<file path="src/rtl/tdm_pkg.sv">
package tdm_pkg;
  localparam int SAMPLE_W = 16;  // linear sample and longest word
  localparam int MIN_WL   = 3;
  localparam int CODE_W   = 8;   // companded code width

  typedef enum logic [1:0] {
    CMP_LINEAR = 2'b00,
    CMP_ULAW   = 2'b01,
    CMP_ALAW   = 2'b10,
    CMP_RSVD   = 2'b11
  } cmp_mode_e;

  // mu-law: 14-bit magnitude, biased by 33, segment from leading one
  function automatic logic [7:0] ulaw_compress(input logic [15:0] lin);
    logic [13:0] s14;
    logic        neg;
    logic [13:0] mag;
    logic [12:0] biased;
    logic [2:0]  seg;
    logic [3:0]  mant;
    s14 = lin[15:2];
    neg = s14[13];
    mag = neg ? (~s14 + 14'd1) : s14;
    if (mag > 14'd8158) mag = 14'd8158;
    biased = 13'(mag + 14'd33);
    seg = 3'd0;
    for (int i = 0; i < 8; i++)
      if (biased[i+5]) seg = 3'(i);
    mant = 4'(biased >> (seg + 4'd1));
    return ~{neg, seg, mant};
  endfunction

  function automatic logic [15:0] ulaw_expand(input logic [7:0] code);
    logic [7:0]  c;
    logic [15:0] t;
    c = ~code;
    t = (16'({c[3:0], 3'b000}) + 16'h0084) << c[6:4];
    t = t - 16'h0084;
    return c[7] ? (16'h0000 - t) : t;
  endfunction

  // A-law: 13-bit sample, one's-complement magnitude for negatives
  function automatic logic [7:0] alaw_compress(input logic [15:0] lin);
    logic [12:0] p;
    logic        neg;
    logic [12:0] mag;
    logic [2:0]  seg;
    logic [3:0]  mant;
    p   = lin[15:3];
    neg = p[12];
    mag = neg ? ~p : p;
    seg = 3'd0;
    for (int i = 1; i < 8; i++)
      if (mag[i+4]) seg = 3'(i);
    mant = (seg < 3'd2) ? mag[4:1] : 4'(mag >> seg);
    return {~neg, seg, mant} ^ 8'h55;
  endfunction

  function automatic logic [15:0] alaw_expand(input logic [7:0] code);
    logic [7:0]  a;
    logic [15:0] t;
    a = code ^ 8'h55;
    t = {8'h00, a[3:0], 4'h0};
    if (a[6:4] == 3'd0) t = t + 16'h0008;
    else                t = (t + 16'h0108) << (a[6:4] - 3'd1);
    return a[7] ? t : (16'h0000 - t);
  endfunction
endpackage

</file>
<file path="src/rtl/tdm_frame_ctrl.sv">
module tdm_frame_ctrl
  import tdm_pkg::*;
#(
  parameter  int SLOTS_A = 24,
  parameter  int SLOTS_B = 32,
  localparam int SLOT_W  = $clog2(SLOTS_B),
  localparam int BIT_W   = $clog2(SAMPLE_W),
  localparam int LEN_W   = $clog2(SAMPLE_W + 1)
) (
  input  logic              clk,
  input  logic              rst_n,
  input  logic              fsync,
  input  logic              multi,
  input  logic              wide_frame,
  input  logic [LEN_W-1:0]  wl_eff,
  output logic              active,
  output logic [BIT_W-1:0]  bit_idx,
  output logic [SLOT_W-1:0] slot,
  output logic              last_bit,
  output logic              slot_start,
  output logic [SLOT_W-1:0] next_slot
);
  logic              active_q;
  logic [BIT_W-1:0]  bit_q;
  logic [SLOT_W-1:0] slot_q;
  logic [SLOT_W-1:0] final_slot;
  logic              frame_end;

  assign final_slot = wide_frame ? SLOT_W'(SLOTS_B - 1) : SLOT_W'(SLOTS_A - 1);
  assign last_bit   = active_q && (LEN_W'(bit_q) == wl_eff - LEN_W'(1));
  assign frame_end  = last_bit && (!multi || slot_q == final_slot);
  assign slot_start = fsync || (last_bit && !frame_end);
  assign next_slot  = fsync ? '0 : slot_q + SLOT_W'(1);

  always_ff @(posedge clk or negedge rst_n) begin
    if (!rst_n) begin
      active_q <= 1'b0;
      bit_q    <= '0;
      slot_q   <= '0;
    end else if (fsync) begin
      active_q <= 1'b1;
      bit_q    <= '0;
      slot_q   <= '0;
    end else if (last_bit) begin
      bit_q <= '0;
      if (frame_end) active_q <= 1'b0;
      else           slot_q   <= slot_q + SLOT_W'(1);
    end else if (active_q) begin
      bit_q <= bit_q + BIT_W'(1);
    end
  end

  assign active  = active_q;
  assign bit_idx = bit_q;
  assign slot    = slot_q;

  AST_BIT_IN_WORD: assert property (@(posedge clk) disable iff (!rst_n)
    active_q |-> (LEN_W'(bit_q) < wl_eff));
  AST_SLOT_IN_FRAME: assert property (@(posedge clk) disable iff (!rst_n)
    active_q |-> (slot_q <= final_slot));
  AST_SINGLE_SLOT: assert property (@(posedge clk) disable iff (!rst_n)
    (active_q && !multi) |-> (slot_q == '0));
  AST_FS_RESTART: assert property (@(posedge clk) disable iff (!rst_n)
    fsync |=> (active_q && bit_q == '0 && slot_q == '0));
endmodule

</file>
<file path="src/rtl/tdm_tx_path.sv">
module tdm_tx_path
  import tdm_pkg::*;
#(
  localparam int BIT_W = $clog2(SAMPLE_W),
  localparam int LEN_W = $clog2(SAMPLE_W + 1)
) (
  input  logic                clk,
  input  logic                rst_n,
  input  logic                active,
  input  logic                slot_start,
  input  logic                en_next,
  input  logic                last_bit,
  input  logic [BIT_W-1:0]    bit_idx,
  input  logic [LEN_W-1:0]    wl_eff,
  input  cmp_mode_e           mode,
  input  logic [SAMPLE_W-1:0] buf_word,
  output logic                txd,
  output logic                tx_oe,
  output logic                tx_done
);
  logic [SAMPLE_W-1:0] cur_q;
  logic                on_q;
  logic                done_q;
  logic [SAMPLE_W-1:0] encoded;
  logic [LEN_W-1:0]    sel;

  always_comb begin
    case (mode)
      CMP_ULAW: encoded = SAMPLE_W'(ulaw_compress(buf_word));
      CMP_ALAW: encoded = SAMPLE_W'(alaw_compress(buf_word));
      default:  encoded = buf_word;
    endcase
  end

  always_ff @(posedge clk or negedge rst_n) begin
    if (!rst_n) begin
      cur_q  <= '0;
      on_q   <= 1'b0;
      done_q <= 1'b0;
    end else begin
      if (slot_start) begin
        cur_q <= encoded;
        on_q  <= en_next;
      end
      done_q <= last_bit && on_q;
    end
  end

  assign sel     = wl_eff - LEN_W'(1) - LEN_W'(bit_idx);
  assign tx_oe   = active && on_q;
  assign txd     = tx_oe ? cur_q[sel[BIT_W-1:0]] : 1'b0;
  assign tx_done = done_q;

  AST_TX_DONE_AFTER_OE: assert property (@(posedge clk) disable iff (!rst_n)
    tx_done |-> $past(tx_oe));
endmodule

</file>
<file path="src/rtl/tdm_rx_path.sv">
module tdm_rx_path
  import tdm_pkg::*;
#(
  parameter  int SLOT_W = 5,
  localparam int LEN_W  = $clog2(SAMPLE_W + 1)
) (
  input  logic                clk,
  input  logic                rst_n,
  input  logic                rxd,
  input  logic                active,
  input  logic                slot_start,
  input  logic                en_next,
  input  logic                last_bit,
  input  logic [SLOT_W-1:0]   slot,
  input  logic [LEN_W-1:0]    wl_eff,
  input  cmp_mode_e           mode,
  input  logic                sign_ext,
  output logic [SAMPLE_W-1:0] rx_word,
  output logic [SLOT_W-1:0]   rx_slot,
  output logic                rx_done
);
  logic [SAMPLE_W-2:0] sh_q;
  logic                on_q;
  logic [SAMPLE_W-1:0] word_q;
  logic [SLOT_W-1:0]   slot_q;
  logic                done_q;
  logic [SAMPLE_W-1:0] assembled;
  logic [SAMPLE_W-1:0] formatted;
  logic                top_bit;

  assign assembled = {sh_q, rxd};
  assign top_bit   = assembled[wl_eff - LEN_W'(1)];

  always_comb begin
    case (mode)
      CMP_ULAW: formatted = ulaw_expand(assembled[CODE_W-1:0]);
      CMP_ALAW: formatted = alaw_expand(assembled[CODE_W-1:0]);
      default: begin
        for (int i = 0; i < SAMPLE_W; i++)
          formatted[i] = (i < int'(wl_eff)) ? assembled[i] : (sign_ext & top_bit);
      end
    endcase
  end

  always_ff @(posedge clk or negedge rst_n) begin
    if (!rst_n) begin
      sh_q   <= '0;
      on_q   <= 1'b0;
      word_q <= '0;
      slot_q <= '0;
      done_q <= 1'b0;
    end else begin
      if (slot_start) on_q <= en_next;
      if (active && on_q) sh_q <= assembled[SAMPLE_W-2:0];
      done_q <= last_bit && on_q;
      if (last_bit && on_q) begin
        word_q <= formatted;
        slot_q <= slot;
      end
    end
  end

  assign rx_word = word_q;
  assign rx_slot = slot_q;
  assign rx_done = done_q;

  AST_RX_DONE_AT_END: assert property (@(posedge clk) disable iff (!rst_n)
    rx_done |-> $past(last_bit));
endmodule

</file>
<file path="src/rtl/tdm_serial_port.sv">
module tdm_serial_port
  import tdm_pkg::*;
#(
  parameter  int SLOTS_A = 24,
  parameter  int SLOTS_B = 32,
  localparam int SLOT_W  = $clog2(SLOTS_B),
  localparam int BIT_W   = $clog2(SAMPLE_W),
  localparam int LEN_W   = $clog2(SAMPLE_W + 1)
) (
  input  logic                clk,
  input  logic                rst_n,
  input  logic                fsync,
  input  logic                rxd,
  output logic                txd,
  output logic                tx_oe,
  input  logic [LEN_W-1:0]    cfg_word_len,
  input  logic [1:0]          cfg_comp,
  input  logic                cfg_multi,
  input  logic                cfg_wide_frame,
  input  logic                cfg_sign_ext,
  input  logic [SLOTS_B-1:0]  tx_slot_en,
  input  logic [SLOTS_B-1:0]  rx_slot_en,
  input  logic                tx_buf_wr,
  input  logic [SAMPLE_W-1:0] tx_buf_data,
  output logic [SAMPLE_W-1:0] rx_word,
  output logic [SLOT_W-1:0]   rx_slot,
  output logic                rx_done,
  output logic                tx_done
);
  cmp_mode_e           mode;
  logic [LEN_W-1:0]    wl_eff;
  logic [SAMPLE_W-1:0] tx_buf_q;
  logic                active, last_bit, slot_start;
  logic [BIT_W-1:0]    bit_idx;
  logic [SLOT_W-1:0]   slot, next_slot;
  logic                tx_en_next, rx_en_next;

  assign mode = cmp_mode_e'(cfg_comp);

  always_comb begin
    if (mode == CMP_ULAW || mode == CMP_ALAW) wl_eff = LEN_W'(CODE_W);
    else if (cfg_word_len < LEN_W'(MIN_WL))   wl_eff = LEN_W'(MIN_WL);
    else if (cfg_word_len > LEN_W'(SAMPLE_W)) wl_eff = LEN_W'(SAMPLE_W);
    else                                      wl_eff = cfg_word_len;
  end

  always_ff @(posedge clk or negedge rst_n) begin
    if (!rst_n)         tx_buf_q <= '0;
    else if (tx_buf_wr) tx_buf_q <= tx_buf_data;
  end

  assign tx_en_next = cfg_multi ? tx_slot_en[next_slot] : 1'b1;
  assign rx_en_next = cfg_multi ? rx_slot_en[next_slot] : 1'b1;

  tdm_frame_ctrl #(.SLOTS_A(SLOTS_A), .SLOTS_B(SLOTS_B)) u_ctrl (
    .clk(clk), .rst_n(rst_n), .fsync(fsync), .multi(cfg_multi),
    .wide_frame(cfg_wide_frame), .wl_eff(wl_eff), .active(active),
    .bit_idx(bit_idx), .slot(slot), .last_bit(last_bit),
    .slot_start(slot_start), .next_slot(next_slot)
  );

  tdm_tx_path u_tx (
    .clk(clk), .rst_n(rst_n), .active(active), .slot_start(slot_start),
    .en_next(tx_en_next), .last_bit(last_bit), .bit_idx(bit_idx),
    .wl_eff(wl_eff), .mode(mode), .buf_word(tx_buf_q),
    .txd(txd), .tx_oe(tx_oe), .tx_done(tx_done)
  );

  tdm_rx_path #(.SLOT_W(SLOT_W)) u_rx (
    .clk(clk), .rst_n(rst_n), .rxd(rxd), .active(active),
    .slot_start(slot_start), .en_next(rx_en_next), .last_bit(last_bit),
    .slot(slot), .wl_eff(wl_eff), .mode(mode), .sign_ext(cfg_sign_ext),
    .rx_word(rx_word), .rx_slot(rx_slot), .rx_done(rx_done)
  );

  AST_IDLE_QUIET: assert property (@(posedge clk) disable iff (!rst_n)
    (!active) |-> (!tx_oe && !txd));
endmodule

</file>
<file path="config.mk">
export PLATFORM = sky130hd
export DESIGN_NAME = tdm_serial_port
export DESIGN_NICKNAME = d
export VERILOG_FILES = /design/src/rtl/tdm_pkg.sv /design/src/rtl/tdm_frame_ctrl.sv /design/src/rtl/tdm_tx_path.sv /design/src/rtl/tdm_rx_path.sv /design/src/rtl/tdm_serial_port.sv
export SDC_FILE = /design/constraint.sdc
export NUM_CORES = 1
export LEC_CHECK = 0
export ABC_AREA = 1
export BUFFER_PORTS_ARGS = -buffer_cell sky130_fd_sc_hd__buf_2
export CORE_AREA = 10 10 154 128
export DETAILED_ROUTE_END_ITERATION = 12
export DIE_AREA = 0 0 164 138
export HOLD_SLACK_MARGIN = 0.1
export PLACE_DENSITY = 0.87
export SLEW_MARGIN = 20
export SYNTH_ARGS = -nofsm -noshare
export SYNTH_HDL_FRONTEND = slang
export SYNTH_HIERARCHICAL = 1
export SYNTH_SLANG_ARGS = --single-unit
</file>
<file path="constraint.sdc">
create_clock -name clk -period 3.67 [get_ports clk]
set_clock_uncertainty 0.15 [all_clocks]
set_input_delay 0.734 -clock clk [delete_from_list [all_inputs] [get_ports clk]]
set_output_delay 0.734 -clock clk [all_outputs]
set_load 0.01 [all_outputs]
</file>
# Word-level counts from Yosys, hierarchy flattened
# Cells that the tools add are included.
totals:
  regBits: 82
  in_bits: 95
  out_inout_bits: 25
  wordCells: 152
classes:
  add_sub_neg: 14
  magnitude_cmp: 23
  n_eq_ne: 5
  n_shift: 4
  muxes: 68
  bitwise_logic: 8
  reduce_logical: 18
op_table:
  columns: ["operator", "count"]
  rows:
  - ["$mux W16", 4]
  - ["$pmux W16 S2", 2]
  - ["$lt A4 B5 Y1 const A", 8]
  - ["$mux W13", 3]
  - ["$mux W5", 7]
  - ["$shl A16 B3 Y16", 2]
  - ["$sub A1 B16 Y16 const A", 2]
  - ["$mux W3", 10]
  - ["$mux W1", 28]
  - ["$lt A3 B5 Y1 const A", 4]
  - ["$mux W4", 5]
  - ["$not A8 Y8", 2]
  - ["$sub A16 B8 Y16 const B", 1]
  - ["$add A14 B1 Y14 const B", 1]
  - ["$gt A14 B13 Y1 const B", 1]
  - ["$mux W14", 1]
  - ["$not A14 Y14", 1]
  - ["$add A13 B6 Y13 const B", 1]
  - ["$not A13 Y13", 1]
  - ["$shr A13 B3 Y4", 1]
  - ["$shr A13 B4 Y4", 1]
  - ["$add A8 B9 Y10 const B", 1]
  - ["$bmux W1 S5", 2]
  - ["$lt A1 B5 Y1 const A", 2]
  - ["other kinds (32)", 49]

# Logic depth before layout (Yosys ltp)
# Gate-level depths: netlist of run 1.
depth:
  word_depth: 19
  mapped_depth: 34
  ltp_nobuf: 33

# By module
# The synthesis of run 1 kept the hierarchy.
by_module_without_submodules:
  columns: ["module", "instances", "cells_per_inst", "area_each_um2", "seq_area_each_um2"]
  rows:
  - ["tdm_rx_path", 1, 533, 3602.2, 950.9]
  - ["tdm_tx_path", 1, 489, 2797.7, 450.4]
  - ["tdm_serial_port", 1, 239, 1481.4, 400.4]
  - ["tdm_frame_ctrl", 1, 112, 770.7, 250.2]

# Worst setup path after synthesis of run 1
# OpenSTA, ideal clock, no wires.
synth_timing:
  path_kind: "input to output"
  start: "in cfg_comp[1]"
  end: "out txd"
  arrival_time_ns: 2.903
  t_required_ns: 2.786
  slack_ns: -0.117
  stages: 12
  path_buffers: 0
  path_cell_list: "xnor2_1 -> nand2_1 -> nor2_1 -> ha_1 -> fa_1 -> inv_1 -> o21ai_0 -> o22ai_1 -> nor2_1 -> a31oi_1 -> o21ai_0 -> nor2_1"
synth_via:
  elab_chain_len: 8
  elab_cells_between_ends: 9
  classes_between: "2 x add/sub; 2 x eq/ne; 4 x mux; 1 x reduce/logical"
synth_rtl:
  columns: ["element", "line", "text"]
  rows:
  - ["from (decl)", "tdm_serial_port.sv:17", "input logic [1:0] cfg_comp,"]
  - ["$eq A2 B1 Y1 or $eq A2 B2 Y1 (tied branches)", "tdm_serial_port.sv:41", "if (mode == CMP_ULAW || mode == CMP_ALAW) wl_eff = LEN_W'(CODE_W);"]
  - ["$logic_or A1 B1 Y1 *", "tdm_serial_port.sv:41", null]
  - ["$mux W5 *", "tdm_serial_port.sv:41", null]
  - ["named net wl_eff[0]", "tdm_serial_port.sv:31", "logic [LEN_W-1:0] wl_eff;"]
  - ["$sub A5 B1 Y5 *", "tdm_tx_path.sv:49", "assign sel = wl_eff - LEN_W'(1) - LEN_W'(bit_idx);"]
  - ["$sub A4 B4 Y4 *", "tdm_tx_path.sv:49", null]
  - ["$bmux W1 S4 *", "tdm_tx_path.sv:51", "assign txd = tx_oe ? cur_q[sel[BIT_W-1:0]] : 1'b0;"]
  - ["$mux W1 (implied by the code) *", "tdm_tx_path.sv:51", null]
  - ["$mux W1 *", "tdm_tx_path.sv:51", null]
  - ["to (decl)", "tdm_serial_port.sv:14", "output logic txd,"]
# Mark *: on every way through the listed nets, which the timed path passes. The rest lies on a longest branch. The select of a mux whose other input is x is not followed.

# Worst setup path in the final report of run 1
# Ends and elaborated chain as after synthesis.

==> results_dict.tcl, run 1 <==
set metrics [dict create \
    avgSynthCellArea_um2 6.30 \
    cts-root-buf "clkbuf_16" \
    fillers 1527 \
    dp_cells 1728 \
    cap_violations 0 \
    relSlewSlack 0.376 \
    routed_via_density 5.47 \
    yosysTopAreaCell "dfrtp_1" \
    clock_sinks 82 \
    crit_top_cell "buf_6" \
    wl_per_cell_um 15.0 \
    die_area_um2 22600 \
    path_cells "buf_6, xnor2_1, buf_4, nand2_4, nor2_4, ha_4, fa_2, inv_2, buf_6, a21oi_2, a22oi_1, o211ai_1, o21ai_2, nor2_1, buf_2" \
    synth-seq-area-share 0.237 \
    route.antenna.remaining_nets 0 \
    port_buffers 119 \
    dp_hpwl_um 20400 \
    outcome "complete, but fails checks" \
    ioPinCount 120 \
    hp-class "in2async" \
    grt_setup_unrepaired "true" \
    grt_first_pass_wirelength_um 43500 \
    finalWirelength_um 26400 \
    clk_pin_slew_ns 0.07 \
    ys_top_cells_by_area "dfrtp_1 (24%), nand2_1 (17%), nand3_1 (8.5%)" \
    setup_viol 1 \
    cts_buffers 9 \
    max_stage_delay_ns 0.57 \
    yosys.area.top_type_share 0.237 \
    cp.arrival_ns 2.88 \
    initial_core_util 0.515 \
    synthArstFlopShare 1.00 \
    leakagePower_nw 5.42 \
    clock_latency_ns 0.35 \
    cts_hold_buf 0 \
    synth_edf_count 0 \
    cp_slowest_cell "fa_2" \
    finalMaxSlewViolations 0 \
    whs_ns 0.279 \
    post-route-util 0.614 \
    hold_violations 0 \
    grtUsageMet3 0.0516 \
    grt_pass1_vias 9178 \
    ir_drop_mv 0.287 \
    drc 0 \
    cp.required_ns 2.79 \
    critical_path.startpoint_type "primary input" \
    syn_inst 1373 \
    multiInputGateArea_um2 5770 \
    cts_tree "yes" \
    grt_busiest_layer "met2" \
    worstSetupPathType "in2out" \
    max_clock_freq_mhz 266 \
    worst_pin_slew_ns 0.934 \
    yosys_register_bits 82 \
    critPathCaptureType "output pin" \
    place.gp.congestion 0.993 \
    die_h_um 138 \
    fin_ws_ns -0.0932 \
    synth_common_cells "nand2_1 (396), inv_1 (173), nand3_1 (147)" \
    use_met2 0.349 \
    finalCritPeriodShare 1.03 \
    layout_min_cycle_time_ns 3.76 \
    nets 1648 \
    fp.dieW_um 164 \
    register_area_um2 2060 \
    pwr_density_cell_nw_per_um2 627 \
    gr-usage-met1 0.311 \
    grt-ovfl-total 0 \
    crit_family "adder cells" \
    drt_iter0_drc 767 \
    via_count 9616 \
    syn_nets 1494 \
    drive_above_1_share 0.246 \
    coreArea_um2 16800 \
    antenna_found_initial 0 \
    antenna_cells 0 \
    grt_max_degree 83 \
    row_count 43 \
    synthesis.area_um2 8650 \
    yosysMostFrequentCell "nand2_1" \
    ys_warn_count 6 \
    cts.path.max_buffers 2 \
    drt_first_pass_iters 5 \
    h-tree-depth 3 \
    synthFlopType "dfrtp_1" \
    area_growth_pct 19.0 \
    grt_usage 0.227 \
    power.total_mw 6.45 \
    violations "setup timing" \
    crit_path_max_fanout 3 \
    fin_cells 1757 \
    crit_buf_inv 5 \
    synthDistinctLibCells 64 \
]
## layout by cell type (no fill, tap or decap), types with 4 or more instances in the layout
cell type / synthesis / routed
a21oi_1: 61 / 57
a21oi_2: 2 / 6
a31oi_1: 12 / 12
buf_2: 7 / 116
buf_4: 8 / 61
buf_6: 12 / 5
clkbuf_16: 0 / 9
dfrtp_1: 82 / 75
dfrtp_2: 0 / 7
ha_1: 25 / 22
inv_1: 173 / 169
inv_2: 18 / 22
mux2_2: 19 / 19
nand2_1: 396 / 386
nand2_2: 32 / 41
nand2_4: 11 / 13
nand3_1: 147 / 145
nand3_2: 11 / 11
nand3b_1: 7 / 7
nand4_1: 11 / 11
nor2_1: 119 / 109
nor2_2: 14 / 16
nor2_4: 9 / 17
nor3_1: 4 / 4
o211ai_1: 8 / 8
o21ai_0: 68 / 63
o21ai_1: 14 / 18
o21ai_2: 3 / 4
o21bai_1: 6 / 6
o221ai_1: 6 / 6
o22ai_1: 14 / 14
xnor2_1: 13 / 13
xor2_1: 5 / 5
## final timing paths
kind | startpoint | endpoint | slack (ns) | cells past startpoint
max | cfg_comp[1] | txd | -0.09 | 15
min | rst_n | u_rx/rx_word[0] | 0.28 | 1
max reg2reg | tx_buf_q[11] | u_tx/cur_q[4] | 0.16 | 22
min reg2reg | u_rx/rx_word[0] | u_rx/rx_word[0] | 0.33 | 2
max in group asynchronous | rst_n | tx_buf_q[4] | 2.52 | 1
min in group clk | u_rx/rx_word[0] | u_rx/rx_word[0] | 0.33 | 2
## power breakdown
| part | total (mW) | switching [mW] | internal [mW] |
|---|---|---|---|
| clock network | 1.02 | 0.417 | 0.604 |
| logic | 4.08 | 2.61 | 1.47 |
| registers | 1.35 | 0.230 | 1.13 |
## cell type report
cell class | count | share of cell area
multi-input combinational | 1054 | 0.560
timing repair buffer | 183 | 0.108
sequential | 82 | 0.200
inverter | 197 | 0.0725
clock buffer | 9 | 0.0219
clock inverter | 7 | 0.00996
tap | 225 | 0.0273
## per-stage QoR
step           setup slack (ns)  instance area (µm²)  setup TNS (ns)
6_report                -0.0932                10300         -0.0932
5_1_grt                  -0.259                10300          -0.541
4_1_cts                 -0.0998                10100         -0.0998
3_5_place_dp             -0.233                 9660          -0.260
3_3_place_gp             -0.156                 9660          -0.156
2_1_floorplan            0.0411                 8650               0
## layer usage
layer / up-vias / wire, µm
li1: 4751 / -
met1: 4416 / 12100
met2: 397 / 11700
met3: 52 / 2170
met4: 0 / 502
met5: - / 0
## registers in the layout, indices dropped and copies added (netlist names)
register	flops
u_rx/rx_word	16
u_ctrl/slot	5
u_rx/sh_q	15
u_rx/on_q	1
u_rx/rx_slot	5
u_ctrl/active	1
u_tx/on_q	1
u_tx/tx_done	1
u_rx/rx_done	1
tx_buf_q	16
u_ctrl/bit_idx	4
u_tx/cur_q	16
## timing repair
item / 4_1_cts / 5_1_grt
resized for setup: 20 / 44
endpoints found under the setup margin: 2 / 8
buffers inserted: 3 / 8
pin swaps: 11 / 20
cloned: 0 / 2
## cell families (layout without fill, tap and decap cells)
group,count (synthesis),count (layout),synth area share
compound gates,214,214,0.146
xor+xnor,20,20,0.0233
fa+ha+maj,26,26,0.0385
buf+inv,239,396,0.119
flops,82,82,0.237
mux,20,20,0.0259
simple gates,772,774,0.410
(Power assumes the default switching activity.)
==> run 2, diff against run 1 <==
ABC_AREA = not set   (was 1)
CORE_AREA = 10 10 157 130   (was 10 10 154 128)
DIE_AREA = 0 0 167 140   (was 0 0 164 138)
==> run 2 against run 1 <==
Net effect:
- the run still ends with setup timing left
- sequential share of layout area down 2.1 points
- first-iteration DRC count up 75%
- register-to-register slack worse by 0.77 ns
- worst setup slack worse by 0.52 ns
- critical path depth up 1
- largest power group unchanged
==> results_dict.tcl, run 2 <==
set metrics [dict create \
    grt-ovfl-total 0 \
    relSlewSlack 0.477 \
    nets 1425 \
    coreArea_um2 17200 \
    row_count 43 \
    critical_path.startpoint_type "register" \
    drive_above_1_share 0.330 \
    synth_top_family_by_area "compound AO/OA/AOI/OAI gates" \
    grt_max_degree 44 \
    cts_tree "yes" \
    place.gp.congestion 0.999 \
    yosysMostFrequentCell "nand2_1" \
    synth_edf_count 0 \
    yosys_register_bits 82 \
    setup_viol 10 \
    antenna_cells 0 \
    dp_hpwl_um 22500 \
    fillers 1282 \
    die_area_um2 23400 \
    avgSynthCellArea_um2 8.20 \
    initial_core_util 0.526 \
    die_h_um 140 \
    grt_setup_unrepaired "true" \
    grt_usage 0.241 \
    clock_sinks 82 \
    cap_violations 0 \
    final_common_cell "buf_4" \
    mostFrequentLayoutCells "buf_4 (148), buf_2 (117), nand2_1 (87)" \
    drt_iter0_drc 1342 \
    clk_pin_slew_ns 0.08 \
    cts.path.max_buffers 2 \
    dp_worst_setup_slack_ns -0.549 \
    pwr_density_cell_nw_per_um2 570 \
    fp.dieW_um 167 \
    finalWirelength_um 30400 \
    rrSetupSlack_ns -0.61 \
    whs_ns 0.203 \
    synth_compound_area_frac 0.253 \
    violations "setup timing" \
    reg2reg_from "tx_buf_q[4]" \
    ys_warn_count 6 \
    ir_drop_mv 0.269 \
    h-tree-depth 3 \
    port_buffers 119 \
    yosysTopAreaCell "dfrtp_1" \
    syn_inst 1101 \
    cts-root-buf "clkbuf_16" \
    drt_first_pass_iters 6 \
    synthArstFlopShare 1.00 \
    synthAdderAreaFrac 0.0369 \
    fin_ws_ns -0.611 \
    synthXorXnorAreaFrac 0.0582 \
    worstSetupPathType "reg2reg" \
    syn_nets 1222 \
    yosys.area.top_type_share 0.227 \
    cts_hold_buf 0 \
    clock_latency_ns 0.36 \
    route.antenna.remaining_nets 0 \
    worstRegToRegCells 16 \
    antenna_found_initial 0 \
    synth-seq-area-share 0.227 \
    synth_common_cells "nand2_1 (89), dfrtp_1 (82), a21oi_1 (72)" \
    hold_violations 0 \
    cp.required_ns 3.80 \
    grt_pass1_vias 9201 \
    outcome "complete, but fails checks" \
    hp-class "in2async" \
    ys_top_cells_by_area "dfrtp_1 (23%), mux2i_1 (7.1%), mux2_2 (5.4%)" \
    grt_first_pass_wirelength_um 47600 \
    synthesis.area_um2 9030 \
    r2r_end "u_tx/cur_q[1]" \
    cp.arrival_ns 4.41 \
    max_clock_freq_mhz 234 \
    finalMaxSlewViolations 0 \
    worst_pin_slew_ns 0.782 \
    ioPinCount 120 \
    synthDistinctLibCells 101 \
    drc 0 \
    synthFlopType "dfrtp_1" \
    crit_path_max_fanout 6 \
    area_growth_pct 26.8 \
    wl_per_cell_um 19.8 \
    via_count 9758 \
    leakagePower_nw 4.97 \
    finalCritPeriodShare 1.17 \
    muxShareOfSynthArea 0.154 \
    routed_via_density 6.36 \
    synth-simple-area-share 0.207 \
    layout_min_cycle_time_ns 4.28 \
    cts_buffers 9 \
    critPathCaptureType "register" \
]
## run 2: layer usage
layer,track usage,share of wire,vias up
li1,-,-,4490
met1,0.315,0.41,4525
met2,0.378,0.44,662
met3,0.0727,0.12,81
met4,0.0609,0.024,0
met5,0.00866,0,-
## run 2: how the worst max path moves through the flow
stage | from | endpoint | slack [ns] | cells after the start
after floorplan | tx_buf_q[7] | u_tx/cur_q[1] | -0.77 | 19
after global routing | tx_buf_q[4] | u_tx/cur_q[1] | -0.71 | 16
after global placement | tx_buf_q[6] | u_tx/cur_q[1] | -0.45 | 15
after CTS | tx_buf_q[10] | u_tx/cur_q[1] | -0.46 | 15
final | tx_buf_q[4] | u_tx/cur_q[1] | -0.61 | 16
after detailed placement | tx_buf_q[6] | u_tx/cur_q[1] | -0.55 | 15
## run 2: per-stage QoR
stage               instance area [µm²]  setup TNS, ns  utilization  cells  power (mW)
floorplan                          9200          -4.73            -   1101        3.92
global route                      11400          -5.28        0.667   1534        6.87
detailed placement                10700          -9.78        0.626   1506        5.14
CTS                               11200          -3.19        0.655   1528        6.27
global placement                  10700          -7.12        0.626   1506        5.01
finish                            11400          -4.08        0.667   1534        6.52
## run 2: critical path, cell delays in order (launching register included)
cell and delay, ns:
dfrtp_1 0.38, or4_4 0.61, buf_6 0.15, o41ai_4 0.33, xor2_2 0.14, nor4_2 0.21, a21oi_2 0.14, and2_4 0.17
ha_4 0.17, and3_4 0.15, or4bb_4 0.52, o311ai_4 0.11, o211ai_2 0.19, nand2_2 0.14, mux2_4 0.31, a211oi_2 0.17
o31a_1 0.15
## run 2: where the power goes
group	internal, mW	leakage, nW	switching [mW]
registers	1.10	1.03	0.186
clock network	0.609	0.163	0.417
logic	1.83	3.78	2.38
## run 2: cell families (layout without fill, tap and decap cells)
logic type | after synthesis | count (layout)
flip-flops | 82 | 82
multiplexers | 120 | 120
buffers and inverters | 129 | 337
XOR/XNOR | 60 | 60
adder cells (fa/ha/maj) | 26 | 26
AND/OR/NAND/NOR | 354 | 354
AO/OA/AOI/OAI | 330 | 330
## run 2: timing repair
action	4_1_cts	5_1_grt
pin swaps	19	21
setup endpoints to repair	16	17
buffers inserted	6	6
resized for setup	31	32
## run 2: layout make-up
class | instances | area [µm²] | area share
Clock buffer | 9 | 225 | 0.0197
Clock inverter | 7 | 106 | 0.00930
Inverter | 45 | 171 | 0.0150
Multi-Input combinational cell | 890 | 6760 | 0.591
Sequential cell | 82 | 2050 | 0.179
Tap cell | 225 | 282 | 0.0246
Timing Repair Buffer | 276 | 1850 | 0.161
==> run 3, diff against run 2 <==
PLACE_DENSITY = 0.84   (was 0.87)
RECOVER_POWER = 100   (was not set)
SETUP_SLACK_MARGIN = 0.5   (was not set)
clock period = 4 ns   (was 3.67 ns; I/O delays follow)
==> run 3 against run 2 <==
Net effect:
- the run ends with capacitance limit, slew limit, setup timing left
- sequential power decreased by 5%
- register-to-register slack better by 0.38 ns
- sequential cell count unchanged
- die area unchanged
- largest power group unchanged
- highest routed layer unchanged
==> results_dict.tcl, run 3 (same netlist as run 2, synthesis figures left out) <==
set metrics [dict create \
    hold_violations 0 \
    cts_hold_buf 0 \
    cts.path.max_buffers 2 \
    clock_latency_ns 0.35 \
    initial_core_util 0.526 \
    route.antenna.remaining_nets 0 \
    mostFrequentLayoutCells "buf_4 (99), buf_2 (92), nand2_1 (83)" \
    area_growth_pct 26.6 \
    coreArea_um2 17200 \
    violations "capacitance limit, slew limit, setup timing" \
    cp.arrival_ns 4.37 \
    antenna_cells 0 \
    routed_via_density 6.56 \
    clk_pin_slew_ns 0.07 \
    grt_pass1_vias 8831 \
    dp_worst_setup_slack_ns -0.303 \
    max_stage_delay_ns 0.61 \
    relSlewSlack -0.782 \
    power.total_mw 5.99 \
    nets 1393 \
    die_h_um 140 \
    grt_usage 0.227 \
    outcome "complete, but fails checks" \
    fin_ws_ns -0.227 \
    finalWirelength_um 30400 \
    via_count 9853 \
    finalMaxSlewViolations 49 \
    path_cells "or4_4, o41ai_4, xor2_1, nor4_2, a21oi_2, and2_4, ha_4, and3_4, or4bb_4, o311ai_4, o211ai_4, nand2_2, buf_4, o21ai_1, a221oi_2, o31a_1" \
    critPathCaptureType "register" \
    grt_first_pass_wirelength_um 45600 \
    ioPinCount 120 \
    antenna_found_initial 0 \
    critical_path.startpoint_type "register" \
    wl_per_cell_um 20.2 \
    ir_drop_mv 0.368 \
    worst_pin_slew_ns 2.67 \
    finalCritPeriodShare 1.06 \
    grt-ovfl-total 0 \
    max_clock_freq_mhz 237 \
    setup_viol 31 \
    cp_slowest_cell "or4_4" \
    drive_above_1_share 0.323 \
    crit_buf_inv 1 \
    cp.required_ns 4.14 \
    grt_setup_unrepaired "true" \
    crit_family "simple AND/OR/NAND/NOR gates" \
    final_common_cell "buf_4" \
    worstSetupPathType "reg2reg" \
    drt_iter0_drc 1130 \
    cts-root-buf "clkbuf_16" \
    cts_tree "yes" \
    drc 0 \
    fp.dieW_um 167 \
    dp_hpwl_um 21100 \
    cap_violations 1 \
    die_area_um2 23400 \
    layout_min_cycle_time_ns 4.23 \
    clock_sinks 82 \
    pwr_density_cell_nw_per_um2 524 \
    h-tree-depth 3 \
    grt_max_degree 49 \
    drt_first_pass_iters 7 \
    hp-class "reg2reg" \
    cts_buffers 9 \
    row_count 43 \
    port_buffers 119 \
    crit_path_max_fanout 5 \
    place.gp.congestion 0.958 \
    leakagePower_nw 4.73 \
]
## run 3: cell count changes in the layout (fill, tap and decap cells not counted), sizes merged
cell | previous run | this run
clkbuf | 9 | 38
buf | 276 | 214
inv | 48 | 47
clkinvlp | 0 | 2
and2 | 14 | 15
bufinv | 2 | 0
clkinv | 2 | 3
## run 3: cell type report
cell class | count | area [µm²]
multi-input combinational | 891 | 7040
fill | 1318 | 5740
sequential | 82 | 2050
timing repair buffer | 243 | 1590
tap | 225 | 282
clock buffer | 9 | 225
inverter | 45 | 185
clock inverter | 7 | 51.3
## run 3: power breakdown
part | leakage, nW | total (mW) | internal (mW) | switching (mW)
logic | 3.57 | 3.96 | 1.70 | 2.26
registers | 1.03 | 1.23 | 1.01 | 0.213
clock network | 0.138 | 0.800 | 0.426 | 0.374
## run 3: path summary, 6_finish.rpt
path / from / slack (ns) / end / depth (start not counted)
min in group asynchronous: rst_n / 1.13 / u_rx/rx_word[10] / 1
hold reg to reg: u_rx/rx_slot[2] / 0.33 / u_rx/rx_slot[2] / 2
max in group asynchronous: rst_n / 0.77 / tx_buf_q[15] / 2
setup reg to reg: tx_buf_q[7] / -0.23 / u_tx/cur_q[1] / 16
setup / recovery: tx_buf_q[7] / -0.23 / u_tx/cur_q[1] / 16
hold / removal: u_rx/rx_slot[2] / 0.33 / u_rx/rx_slot[2] / 2
## run 3: per-stage QoR
| step | utilization | cell area [µm²] | hold WS [ns] | instances | setup TNS (ns) |
|---|---|---|---|---|---|
| 4_1_cts | 0.638 | 11000 | 0.327 | 1481 | -0.662 |
| 2_1_floorplan | - | 9350 | 0.314 | 1101 | -2.42 |
| 5_1_grt | 0.666 | 11400 | 0.370 | 1502 | -8.03 |
| 3_5_place_dp | 0.607 | 10400 | 0.311 | 1453 | -1.75 |
| 6_report | 0.666 | 11400 | 0.331 | 1502 | -3.11 |
| 3_3_place_gp | 0.607 | 10400 | 0.304 | 1453 | -0.591 |
## run 3: per-layer routing
metal	GRT usage	vias up	wire [µm]
met2	0.348	599	13500
met3	0.0540	92	3330
met5	0	-	0
li1	-	4424	-
met4	0.0471	0	767
met1	0.318	4738	12800
## run 3: what timing repair did
| item | 4_1_cts | 5_1_grt |
|---|---|---|
| gates resized for setup | 42 | 102 |
| buffers inserted | 11 | 21 |
| setup endpoints to repair | 39 | 40 |
| gates cloned | 1 | 0 |
| pin swaps | 20 | 44 |
## run 3: worst min-delay path: cells and delay by family, from the launching register on
kind / cells / cell delay, ns
DFF: 1 / 0.34
and+or+nand+nor: 2 / 0.11
